$ cat src/rtl/ret_iso_pkg.sv
`timescale 1ns/1ps
package ret_iso_pkg;

   // Output behaviour of the isolation stage while isolation is active
   typedef enum logic [1:0] {
      ISO_CLAMP_LO  = 2'd0,
      ISO_CLAMP_HI  = 2'd1,
      ISO_HOLD_LAST = 2'd2
   } iso_mode_e;

   // Qualified control strobes shared by every bit of the bank
   typedef struct packed {
      logic wr_ok;
      logic save_ok;
      logic restore_ok;
   } ret_ctrl_t;

endpackage

$ cat src/rtl/ret_ctrl.sv
`timescale 1ns/1ps
// Qualifies the raw controls against the power flag and raises the
// protocol error for save/restore requests made without power.
module ret_ctrl
   import ret_iso_pkg::*;
(
   input  logic      clk,
   input  logic      rst_n,
   input  logic      pwr_on,
   input  logic      wr_en,
   input  logic      save,
   input  logic      restore,
   output ret_ctrl_t ctrl_o,
   output logic      err_o
);

   logic bad_req;

   always_comb begin
      ctrl_o.restore_ok = pwr_on & restore;
      ctrl_o.save_ok    = pwr_on & save;
      // restore wins over an ordinary write in the same cycle
      ctrl_o.wr_ok      = pwr_on & wr_en & ~restore;
      bad_req           = ~pwr_on & (save | restore);
   end

   always_ff @(posedge clk or negedge rst_n) begin
      if (!rst_n) begin
         err_o <= 1'b0;
      end else begin
         err_o <= bad_req;
      end
   end

endmodule

$ cat src/rtl/ret_bit_cell.sv
`timescale 1ns/1ps
// One retained bit: working flop, always-on backup flop and the
// isolation variant chosen by MODE.
module ret_bit_cell
   import ret_iso_pkg::*;
#(
   parameter iso_mode_e MODE    = ISO_HOLD_LAST,
   parameter logic      RST_BIT = 1'b0
) (
   input  logic      clk,
   input  logic      rst_n,
   input  logic      pwr_on,
   input  ret_ctrl_t ctrl,
   input  logic      wr_bit,
   input  logic      iso_en,
   output logic      main_o,
   output logic      shadow_o,
   output logic      q_o
);

   logic main_r;
   logic main_nxt;
   logic shadow_r;

   always_comb begin
      if (!pwr_on) begin
         main_nxt = 1'bx;            // content is lost without supply
      end else if (ctrl.restore_ok) begin
         main_nxt = shadow_r;
      end else if (ctrl.wr_ok) begin
         main_nxt = wr_bit;
      end else begin
         main_nxt = main_r;
      end
   end

   always_ff @(posedge clk or negedge rst_n) begin
      if (!rst_n) begin
         main_r <= RST_BIT;
      end else begin
         main_r <= main_nxt;
      end
   end

   // backup copy lives on the always-on supply: no reset
   always_ff @(posedge clk) begin
      if (ctrl.save_ok) begin
         shadow_r <= main_r;
      end
   end

   assign main_o   = main_r;
   assign shadow_o = shadow_r;

   generate
      case (MODE)
         ISO_CLAMP_LO: begin : g_clamp_lo
            assign q_o = iso_en ? 1'b0 : main_r;
         end
         ISO_CLAMP_HI: begin : g_clamp_hi
            assign q_o = iso_en ? 1'b1 : main_r;
         end
         ISO_HOLD_LAST: begin : g_hold
            logic hold_r;
            // tracks the value the output shows after every edge at
            // which isolation was off, so raising isolation is seamless
            always_ff @(posedge clk or negedge rst_n) begin
               if (!rst_n) begin
                  hold_r <= RST_BIT;
               end else if (!iso_en) begin
                  hold_r <= main_nxt;
               end
            end
            assign q_o = iso_en ? hold_r : main_r;
         end
         default: begin : g_bad_mode
            $error("ret_bit_cell: unsupported isolation mode");
         end
      endcase
   endgenerate

endmodule

$ cat src/rtl/retention_iso_bank.sv
`timescale 1ns/1ps
module retention_iso_bank
   import ret_iso_pkg::*;
#(
   parameter int unsigned       WIDTH     = 16,
   parameter iso_mode_e         ISO_MODE  = ISO_HOLD_LAST,
   parameter logic [WIDTH-1:0]  RESET_VAL = '0
) (
   input  logic             clk,
   input  logic             rst_n,
   input  logic             pwr_on,
   input  logic             wr_en,
   input  logic [WIDTH-1:0] wr_data,
   input  logic             save,
   input  logic             restore,
   input  logic             iso_en,
   output logic [WIDTH-1:0] q_out,
   output logic             proto_err
);

   localparam int unsigned MAX_WIDTH = 1024;

   generate
      if (WIDTH < 1) begin : g_chk_min
         $error("retention_iso_bank: WIDTH must be at least 1");
      end
      if (WIDTH > MAX_WIDTH) begin : g_chk_max
         $error("retention_iso_bank: WIDTH exceeds supported maximum");
      end
   endgenerate

   ret_ctrl_t        ctrl;
   logic [WIDTH-1:0] main_q;
   logic [WIDTH-1:0] shadow_q;

   ret_ctrl u_ctrl (
      .clk     (clk),
      .rst_n   (rst_n),
      .pwr_on  (pwr_on),
      .wr_en   (wr_en),
      .save    (save),
      .restore (restore),
      .ctrl_o  (ctrl),
      .err_o   (proto_err)
   );

   generate
      for (genvar i = 0; i < WIDTH; i++) begin : g_bit
         ret_bit_cell #(
            .MODE    (ISO_MODE),
            .RST_BIT (RESET_VAL[i])
         ) u_cell (
            .clk      (clk),
            .rst_n    (rst_n),
            .pwr_on   (pwr_on),
            .ctrl     (ctrl),
            .wr_bit   (wr_data[i]),
            .iso_en   (iso_en),
            .main_o   (main_q[i]),
            .shadow_o (shadow_q[i]),
            .q_o      (q_out[i])
         );
      end
   endgenerate

endmodule

$ cat config.mk
export PLATFORM = sky130hd
export DESIGN_NAME = retention_iso_bank
export DESIGN_NICKNAME = d
export VERILOG_FILES = /design/src/rtl/ret_iso_pkg.sv /design/src/rtl/ret_ctrl.sv /design/src/rtl/ret_bit_cell.sv /design/src/rtl/retention_iso_bank.sv
export SDC_FILE = /design/constraint.sdc
export NUM_CORES = 1
export LEC_CHECK = 0
export ABC_AREA = 1
export BUFFER_PORTS_ARGS = -buffer_cell sky130_fd_sc_hd__buf_4
export CORE_AREA = 2 2 66 68
export DETAILED_ROUTE_END_ITERATION = 6
export DIE_AREA = 0 0 68 70
export PLACE_DENSITY = 0.87
export SLEW_MARGIN = 20
export SYNTH_ARGS = -nofsm -noshare
export SYNTH_HDL_FRONTEND = slang
export SYNTH_SLANG_ARGS = --single-unit
$ cat constraint.sdc
create_clock -name clk -period 1.3 [get_ports clk]
set_input_delay 0.13 -clock clk [delete_from_list [all_inputs] [get_ports clk]]
set_output_delay 0.13 -clock clk [all_outputs]
set_load 0.1 [all_outputs]
## Word-level counts from Yosys, hierarchy flattened

Index checks and enable logic that the tools add are counted.

| word-level totals | value |
|---|---|
| output and inout port bits | 17 |
| bits in registers | 49 |
| input port bits | 23 |
| logic and storage cells | 121 |

| cells by class | value |
|---|---|
| mux-type cells | 64 |
| bitwise gates (word level) | 8 |

Operator list:

| kind | number |
|---|---|
| 1-bit two-way mux | 64 |
| 1-bit AND | 5 |
| 1-bit NOT | 2 |
| 1-bit OR | 1 |

## Longest topological paths before layout

Gate-level depths: netlist (run 1).

| logic depth | value |
|---|---|
| word-level depth | 5 |
| mapped depth | 8 |
| gate-level depth less buffers | 6 |

## Modules after synthesis

Synthesis (run 1) repeated with hierarchy kept, for this count alone.

| unflattened totals | value |
|---|---|
| cells, all modules | 265 |
| area, all modules | 2237.1 um2 |

By module, submodules not included:

| module | seq. area each (um2) | times used | cells an instance | area an instance (um2) |
|---|---|---|---|---|
| ret_bit_cell | 80.1 | 16 | 16 | 136.4 |
| ret_ctrl | 25.0 | 1 | 9 | 55.1 |

## Worst setup path after synthesis (run 1)

No wires, ideal clock.

| timing | value |
|---|---|
| kind | input to register |
| from | in pwr_on |
| to | reg g_bit[0].u_cell.shadow_r (enable) |
| data required time | 0.936 ns |
| arrival time | 0.815 ns |
| path buffers | 2 |
| setup time | 0.364 ns |
| cell stages on the path | 4 |
| path slack | 0.121 ns |
| path through | buf_4 buf_4 nand2_1 inv_1 |

RTL lines:

| what | line | text |
|---|---|---|
| from (decl) | retention_iso_bank.sv:11 | `input logic pwr_on,` |
| to (signal assigned) | ret_bit_cell.sv:48 | `shadow_r <= main_r;` |
| to (decl) | ret_bit_cell.sv:23 | `logic shadow_r;` |

## Worst setup path in the final report (run 1)

| timing | value |
|---|---|
| from | reg g_bit[10].u_cell.main_r |
| to | out q_out[10] |

| between the ends | value |
|---|---|
| word-level cells in the longest chain between the ends | 1 |

RTL lines:

| what | line | text |
|---|---|---|
| from (decl) | ret_bit_cell.sv:21 | `logic main_r;` |
| from (signal assigned) | ret_bit_cell.sv:41 | `main_r <= main_nxt;` |
| 1-bit two-way mux | ret_bit_cell.sv:74 | `assign q_o = iso_en ? hold_r : main_r;` |
| to (decl) | retention_iso_bank.sv:17 | `output logic [WIDTH-1:0] q_out,` |

No other way between the ends.

==> flow_summary.yaml, run 1 <==
status:
  status: "completed"
grt:
  grt_util_all_layers_pct: 23.3
  grt_pass1_wl_mm: 8.22
  antenna_found_initial: 0
  grt_pass1_vias: 1705
  grt-ovfl-total: 0
  grt_max_degree: 34
yosys:
  synth.cells.most_frequent: "nand2_1, dfrtp_1, buf_4"
  synth.top_cell.area_share_pct: 35.2
  synth_top_area_cell: "dfrtp_1"
  ys_seq_area_share_pct: 55.7
  synthAdderAreaFrac_pct: 0
  ys_ff_latch: 49
  syn_inst: 249
  synth_mux_area_share_pct: 0
  synth_ff_type: "dfrtp_1"
  synth_area_leaders: "dfrtp_1, edfxtp_1, nand2_1"
  synth-simple-area-share_pct: 24.1
  synth.net_count: 272
  synth_top_family_by_area: "simple AND/OR/NAND/NOR gates"
  synth_edf_count: 16
  async_flop_share_pct: 67.3
  synthXorXnorAreaFrac_pct: 0
  synth_area_mm2: 0.00235
  synth_compound_area_share_pct: 6.82
  yosysMostFrequentCell: "nand2_1"
  yosysWarningCount: 0
  yosysUniqueCellTypes: 18
  syn_area_per_cell_um2: 9.43
floorplan:
  rows: 24
  initial_utilization_pct: 56.6
  die_w_um: 68
  dieArea_mm2: 0.00476
  dieHeight_um: 70
  io_pins: 40
  coreArea_mm2: 0.00414
route:
  drt_first_pass_iters: 4
  wl_per_cell_um: 15.4
  ant_nets: 0
  vias: 1821
  detail_route.vias_per_cell: 5.57
  drtIter0Drc: 215
  wirelength_mm: 5.04
  remaining_drc_errors: 0
placed_design:
  dpl.hpwl_mm: 3.37
  gp_congestion: 0.805
  port_buffers: 39
  place_ws_ps: 163
cells_and_area:
  fillers: 330
  fin_nets: 297
  num_antenna_cells: 0
  drive_above_1_share_pct: 30.5
  fin_util_pct: 67.2
  syn_to_final_growth_pct: 18.7
pwr:
  irDropWorstVdd_mv: 0.918
  leakagePower_nw: 1.36
  power_density_mw_per_mm2: 1500
timing:
  clock_skew_ps: 6.00
  rsz0062_at_grt: "yes"
  worst_slew_pin_slew_ps: 547
  setup_slack_ps: 34.5
  finalHoldViolations: 0
  slew_headroom_pct: 63.5
  finalSetupViolCount: 0
  tns_ps: 0
  max_freq_mhz: 790
  slew_violations: 0
  fin_crit_sh_pct: 97.3
  fin_crit_ps: 1270
clock_network:
  clkLatencyLatePin_ps: 310
  h-tree-depth: 2
  clockBufferDepth: 2
  cts_root_buf: "clkbuf_8"
  tritoncts: "yes"
  cts.sinks: 49
  clk_pin_slew_ps: 100
  cts_buffers: 5
worst_hold_path:
  hp-class: "in2reg"
worst_setup_path:
  critPathSlowestCell: "dfrtp_1"
  cp_num_buf_inv: 2
  crit_required_ps: 1170
  critical_path_class: "reg2out"
  cp-start-kind: "register"
  path_delay_family: "flip-flops"
  cp_cell_sequence: "inv_1 -> o21ai_1 -> buf_6"
  cp_data_arrival_time_ps: 1140
  cp_max_fo: 2
  cp-end-kind: "primary output"
  slowest_delay_ps: 370
flow_run:
  maxCapViolations: 0
sequential cells by signal (all words and copies together), names as in the netlist:
register	count
g_bit.u_cell.g_hold.hold_r	16
g_bit.u_cell.main_o	16
g_bit.u_cell.shadow_o	16
u_ctrl.err_o	1
cells by family (layout without fill, tap and decap cells):
| family | after synthesis | count (layout) |
|---|---|---|
| buffers and inverters | 51 | 77 |
| flip-flops | 49 | 49 |
| AO/OA/AOI/OAI | 32 | 32 |
| AND/OR/NAND/NOR | 117 | 117 |
metrics by stage:
step	power, mW	instance area [um^2]	instances	hold slack, ps
global placement	3.09	2510	314	96.7
finish	4.19	2790	327	59.2
global route	4.38	2790	327	61.5
floorplan	2.93	2350	249	-166
CTS	4.11	2680	323	55.1
detailed placement	3.12	2510	314	102
layout by cell type, fill, tap and decap left out:
master,n
dlygate4sd3_1,1
clkinvlp_4,1
o21ai_4,1
a21oi_1,16
buf_4,32
inv_6,1
nand2_1,81
dfrtp_1,33
nand2_2,1
clkbuf_8,5
inv_1,16
buf_12,3
clkinv_2,1
o21ai_2,11
nor2_1,2
buf_8,1
inv_8,1
buf_6,12
edfxtp_1,16
inv_2,2
nand3_2,10
nand3_1,6
o21ai_1,4
nand4_1,16
nand3_4,1
inv_4,1
power by group:
part           switching (mW)  internal (mW)
clock network           0.535          0.382
logic                    1.01          0.399
registers              0.0708           1.80
final cells by class:
| type | instances | area [um^2] | area share, % |
|---|---|---|---|
| multi-input cells | 149 | 778 | 27.9 |
| clock inverters | 3 | 21.3 | 0.764 |
| clock buffers | 5 | 68.8 | 2.47 |
| well taps | 52 | 65.1 | 2.34 |
| inverters | 20 | 85.1 | 3.05 |
| flip-flops and latches | 49 | 1310 | 46.9 |
| repair buffers | 49 | 460 | 16.5 |
final timing paths:
kind	start	to	slack, ps	cells after the start
worst max-delay path	g_bit[10].u_cell.main_o$_DFF_PN0_	q_out[10]	30	3
worst max register to register	g_bit[0].u_cell.main_o$_DFF_PN0_	g_bit[0].u_cell.g_hold.hold_r$_DFFE_PN0N_	260	7
worst min-delay path	save	u_ctrl.err_o$_DFF_PN0_	60	3
min in group asynchronous	rst_n	g_bit[1].u_cell.g_hold.hold_r$_DFFE_PN0N_	290	2
max in group asynchronous	rst_n	g_bit[11].u_cell.main_o$_DFF_PN0_	700	2
worst min register to register	g_bit[1].u_cell.main_o$_DFF_PN0_	g_bit[1].u_cell.shadow_o$_DFFE_PP_	450	0
routing by layer:
metal  global-route usage [%]  share of wire (%)  vias to the layer above
li1                         -                  -                      856
met1                     33.4                 41                      866
met2                     33.9                 49                       83
met3                     5.80                7.8                       16
met4                     9.33                2.3                        0
met5                        0                  0                        -
repair_timing:
action | in CTS | in global routing
buffers inserted | 0 | 4
hold buffers | 1 | 0
endpoints found under the hold margin | 33 | 0
gates resized for setup | 33 | 21
pin swaps | 0 | 2
endpoints found under the setup margin | 16 | 13
worst reg2reg max path: stages, from the launching register on:
cell     delay (ps)
dfrtp_1         390
inv_2            60
buf_4           120
a21oi_1         100
nand2_1          70
nand3_1         110
nand2_1          60
nand2_1          70
Power figures use the tool's default switching activity.
==> run 2, diff against run 1 <==
Settings changed: CORE_AREA 2 2 66 68 to 2 2 56 80, DIE_AREA 0 0 68 70 to 0 0 58 82.
==> flow_summary.yaml, run 2 (synthesis gave the netlist of run 1 again) <==
grt:
  grt_pass1_vias: 1739
  grt_pass1_wl_mm: 8.10
  grt-ovfl-total: 0
  grt_max_degree: 34
  grt_util_all_layers_pct: 22.8
  antenna_found_initial: 0
clock_network:
  cts_buffers: 5
  cts.sinks: 49
  tritoncts: "yes"
  clk_pin_slew_ps: 90
  clkLatencyLatePin_ps: 300
  cts_root_buf: "clkbuf_8"
  h-tree-depth: 2
  cts_setup_buffers: 0
  clockBufferDepth: 2
cells_and_area:
  syn_to_final_growth_pct: 16.7
  fillers: 323
  layout_common_cells: "nand2_1, dfrtp_1, buf_4"
  final_common_cell: "nand2_1"
  drive_above_1_share_pct: 28.7
  num_antenna_cells: 0
  fin_nets: 294
pwr:
  leakagePower_nw: 1.34
  power_density_mw_per_mm2: 1510
  irDropWorstVdd_mv: 1.05
timing:
  rsz0062_at_grt: "no"
  finalHoldViolations: 0
  clock_skew_ps: 8.18
  max_freq_mhz: 793
  fin_crit_ps: 1260
  worst_slew_pin_slew_ps: 541
  slew_violations: 0
  whs_ps: 107
  fin_crit_sh_pct: 97.0
  finalSetupViolCount: 0
  slew_headroom_pct: 63.9
  tns_ps: 0
floorplan:
  dieArea_mm2: 0.00476
  initial_utilization_pct: 57.8
  io_pins: 40
  dieHeight_um: 82
  die_w_um: 58
  rows: 28
  coreArea_mm2: 0.00406
worst_setup_path:
  cp-start-kind: "register"
  cp-end-kind: "primary output"
  crit_required_ps: 1170
  critical_path_class: "reg2out"
  cp_max_fo: 2
  cp_data_arrival_time_ps: 1130
status:
  status: "completed"
route:
  wirelength_mm: 5.06
  detail_route.vias_per_cell: 5.55
  ant_nets: 0
  vias: 1759
  remaining_drc_errors: 0
  wl_per_cell_um: 16.0
  drt_first_pass_iters: 4
  drtIter0Drc: 89
worst_hold_path:
  hp-class: "in2reg"
placed_design:
  dpl.hpwl_mm: 3.38
  gp_congestion: 0.867
  port_buffers: 39
flow_run:
  maxCapViolations: 0
==> run 2: cell types whose count changed in the layout (fill, tap and decap cells not counted), sizes merged <==
cell      previous run  this run
buf                 48        42
clkbuf               5        11
clkinv               1         0
clkinvlp             1         0
inv                 21        20
==> run 2: through the flow <==
step	util (%)	instance area (um^2)	cells	power, mW	setup WS (ps)
detailed placement	61.8	2510	308	3.12	161
CTS	65.6	2670	317	4.10	3.06
global placement	61.8	2510	308	3.09	185
floorplan	-	2350	249	2.93	121
global route	67.4	2740	317	4.30	1.73
finish	67.4	2740	317	4.14	39.1
==> run 2: metal layers <==
layer / up-vias / routed length, um / global-route usage (%) / part of all wire, %
li1: 847 / - / - / -
met1: 845 / 1960 / 27.7 / 39
met2: 56 / 2740 / 39.5 / 54
met3: 11 / 254 / 4.41 / 5.0
met4: 0 / 105 / 9.30 / 2.1
met5: - / 0 / 0 / 0
==> run 2: cell type report <==
| class | instances | area, um^2 | share of cell area (%) |
|---|---|---|---|
| flip-flops and latches | 49 | 1310 | 47.7 |
| multi-input cells | 149 | 778 | 28.4 |
| repair buffers | 46 | 424 | 15.5 |
| clock buffers | 8 | 90.1 | 3.29 |
| inverters | 20 | 85.1 | 3.11 |
| well taps | 45 | 56.3 | 2.05 |
==> run 2: timing repair <==
action | in CTS | in global routing
setup endpoints to repair | 15 | 12
pin swaps | 0 | 1
resized for setup | 28 | 23
hold endpoints to repair | 33 | 0
hold buffers | 1 | 0
==> run 2: path summary, 6_finish.rpt <==
path,from,end,slack (ps),cells after the start
max,g_bit[9].u_cell.main_o$_DFF_PN0_,q_out[9],40,3
min,save,u_ctrl.err_o$_DFF_PN0_,110,3
max reg2reg,g_bit[3].u_cell.main_o$_DFF_PN0_,g_bit[3].u_cell.g_hold.hold_r$_DFFE_PN0N_,330,6
min reg2reg,g_bit[12].u_cell.main_o$_DFF_PN0_,g_bit[12].u_cell.shadow_o$_DFFE_PP_,450,0
max in group asynchronous,rst_n,g_bit[8].u_cell.g_hold.hold_r$_DFFE_PN0N_,690,2
min in group asynchronous,rst_n,g_bit[1].u_cell.g_hold.hold_r$_DFFE_PN0N_,310,2
==> run 2: report_power, final <==
part	switching (mW)	internal (mW)	total (mW)
sequential	0.0743	1.80	1.87
clock	0.477	0.435	0.911
combinational	0.994	0.363	1.36
total	1.55	2.59	4.14
==> run 2: worst max-delay path, stage by stage (launching register included) <==
cell	delay, ps
dfrtp_1	370
inv_1	80
o21ai_2	130
buf_6	240
==> run 3, diff against run 2 <==
Settings changed: PLACE_DENSITY 0.87 to default, PLACE_DENSITY_LB_ADDON from default to 0.2.
==> flow_summary.yaml, run 3 (synthesis gave the netlist of run 1 again) <==
status:
  status: "complete, but fails checks"
  violations: "negative setup slack"
cells_and_area:
  syn_to_final_growth_pct: 16.0
  fin_nets: 296
  drive_above_1_share_pct: 24.8
  final_common_cell: "nand2_1"
  layout_common_cells: "nand2_1, dfrtp_1, buf_4"
  final_area_mm2: 0.00272
  instances_no_fill: 319
  fillers: 347
  num_antenna_cells: 0
route:
  ant_nets: 0
  vias: 1748
  wirelength_mm: 4.79
  wl_per_cell_um: 15.0
  remaining_drc_errors: 0
  detail_route.vias_per_cell: 5.48
  drt_first_pass_iters: 4
  drtIter0Drc: 77
clock_network:
  cts_buffers: 5
  tritoncts: "yes"
  cts.sinks: 49
  h-tree-depth: 2
  clkLatencyLatePin_ps: 300
  clockBufferDepth: 2
  cts_root_buf: "clkbuf_8"
  cts_setup_buffers: 0
  clk_pin_slew_ps: 90
timing:
  max_freq_mhz: 768
  clock_skew_ps: 7.74
  slew_headroom_pct: 71.2
  finalSetupViolCount: 1
  slew_violations: 0
  worst_slew_pin_slew_ps: 433
  rsz0062_at_grt: "yes"
  fin_crit_ps: 1300
  setup_slack_ps: -2.64
  finalHoldViolations: 0
  fin_crit_sh_pct: 100
floorplan:
  initial_utilization_pct: 57.8
  dieHeight_um: 82
  die_w_um: 58
  dieArea_mm2: 0.00476
  io_pins: 40
  rows: 28
  coreArea_mm2: 0.00406
pwr:
  irDropWorstVdd_mv: 1.04
  power_density_mw_per_mm2: 1490
  total_power_mw: 4.06
  leakagePower_nw: 1.34
placed_design:
  dpl.cell_count: 310
  postPlaceCellArea_mm2: 0.00254
  port_buffers: 39
  dpl.hpwl_mm: 3.12
  gp_congestion: 0.794
  place_ws_ps: 221
grt:
  grt_max_degree: 34
  grt_pass1_wl_mm: 8.00
  grt_util_all_layers_pct: 22.5
  grt_pass1_vias: 1709
  grt-ovfl-total: 0
  antenna_found_initial: 0
worst_setup_path:
  critPathLaunch: "g_bit[7].u_cell.main_o$_DFF_PN0_"
  crit_required_ps: 1170
  cp_data_arrival_time_ps: 1170
  critical_path_class: "reg2out"
  cp_max_fo: 2
  r2r_start: "g_bit[11].u_cell.main_o$_DFF_PN0_"
  cp-start-kind: "register"
  cp-end-kind: "primary output"
worst_hold_path:
  hp-start: "save"
  hp-class: "in2reg"
flow_run:
  maxCapViolations: 0
## run 3: worst max-delay path: stages (launching register included)
cell and delay (ps):
dfrtp_1 350, inv_1 50, o21ai_0 220, buf_6 270
## run 3: routing by layer
layer | wire length (um) | global-route usage (%) | vias to the layer above
met3 | 192 | 4.25 | 5
met4 | 57 | 6.51 | 0
met2 | 2460 | 39.4 | 40
met1 | 2080 | 28.2 | 854
li1 | - | - | 849
met5 | 0 | 0 | -
## run 3: worst paths after layout
path / end / slack (ps) / cells past startpoint
min: u_ctrl.err_o$_DFF_PN0_ / 70 / 3
max in group asynchronous: g_bit[14].u_cell.main_o$_DFF_PN0_ / 670 / 2
min in group asynchronous: g_bit[0].u_cell.g_hold.hold_r$_DFFE_PN0N_ / 300 / 2
max reg2reg: g_bit[11].u_cell.g_hold.hold_r$_DFFE_PN0N_ / 400 / 6
min reg2reg: g_bit[14].u_cell.shadow_o$_DFFE_PP_ / 450 / 0
max: q_out[7] / -3 / 3
## run 3: metrics by stage
step,hold WS [ps],TNS [ps],util (%)
6_report,70.9,-2.64,67.0
2_1_floorplan,-166,0,-
4_1_cts,62.3,0,65.6
5_1_grt,59.5,-266,67.0
3_5_place_dp,107,0,62.5
3_3_place_gp,101,0,62.5
## run 3: what timing repair did
item                                   CTS  global route
gates resized for setup                 10            26
hold buffers                             1             0
setup endpoints to repair                7            13
endpoints found under the hold margin   33             0
## run 3: layout make-up
type                       instances  area [um^2]  area share, %
clock buffer                       8         90.1           3.31
inverter                          20         85.1           3.13
timing repair buffer              48          455           16.7
sequential                        49         1310           48.0
tap                               45         56.3           2.07
multi-input combinational        149          729           26.8
## run 3: where the power goes
group	internal [mW]	switching [mW]	total (mW)	leakage (nW)
registers	1.79	0.0632	1.86	0.558
logic	0.353	0.959	1.31	0.736
clock network	0.434	0.456	0.890	0.0455
total	2.58	1.48	4.06	1.34
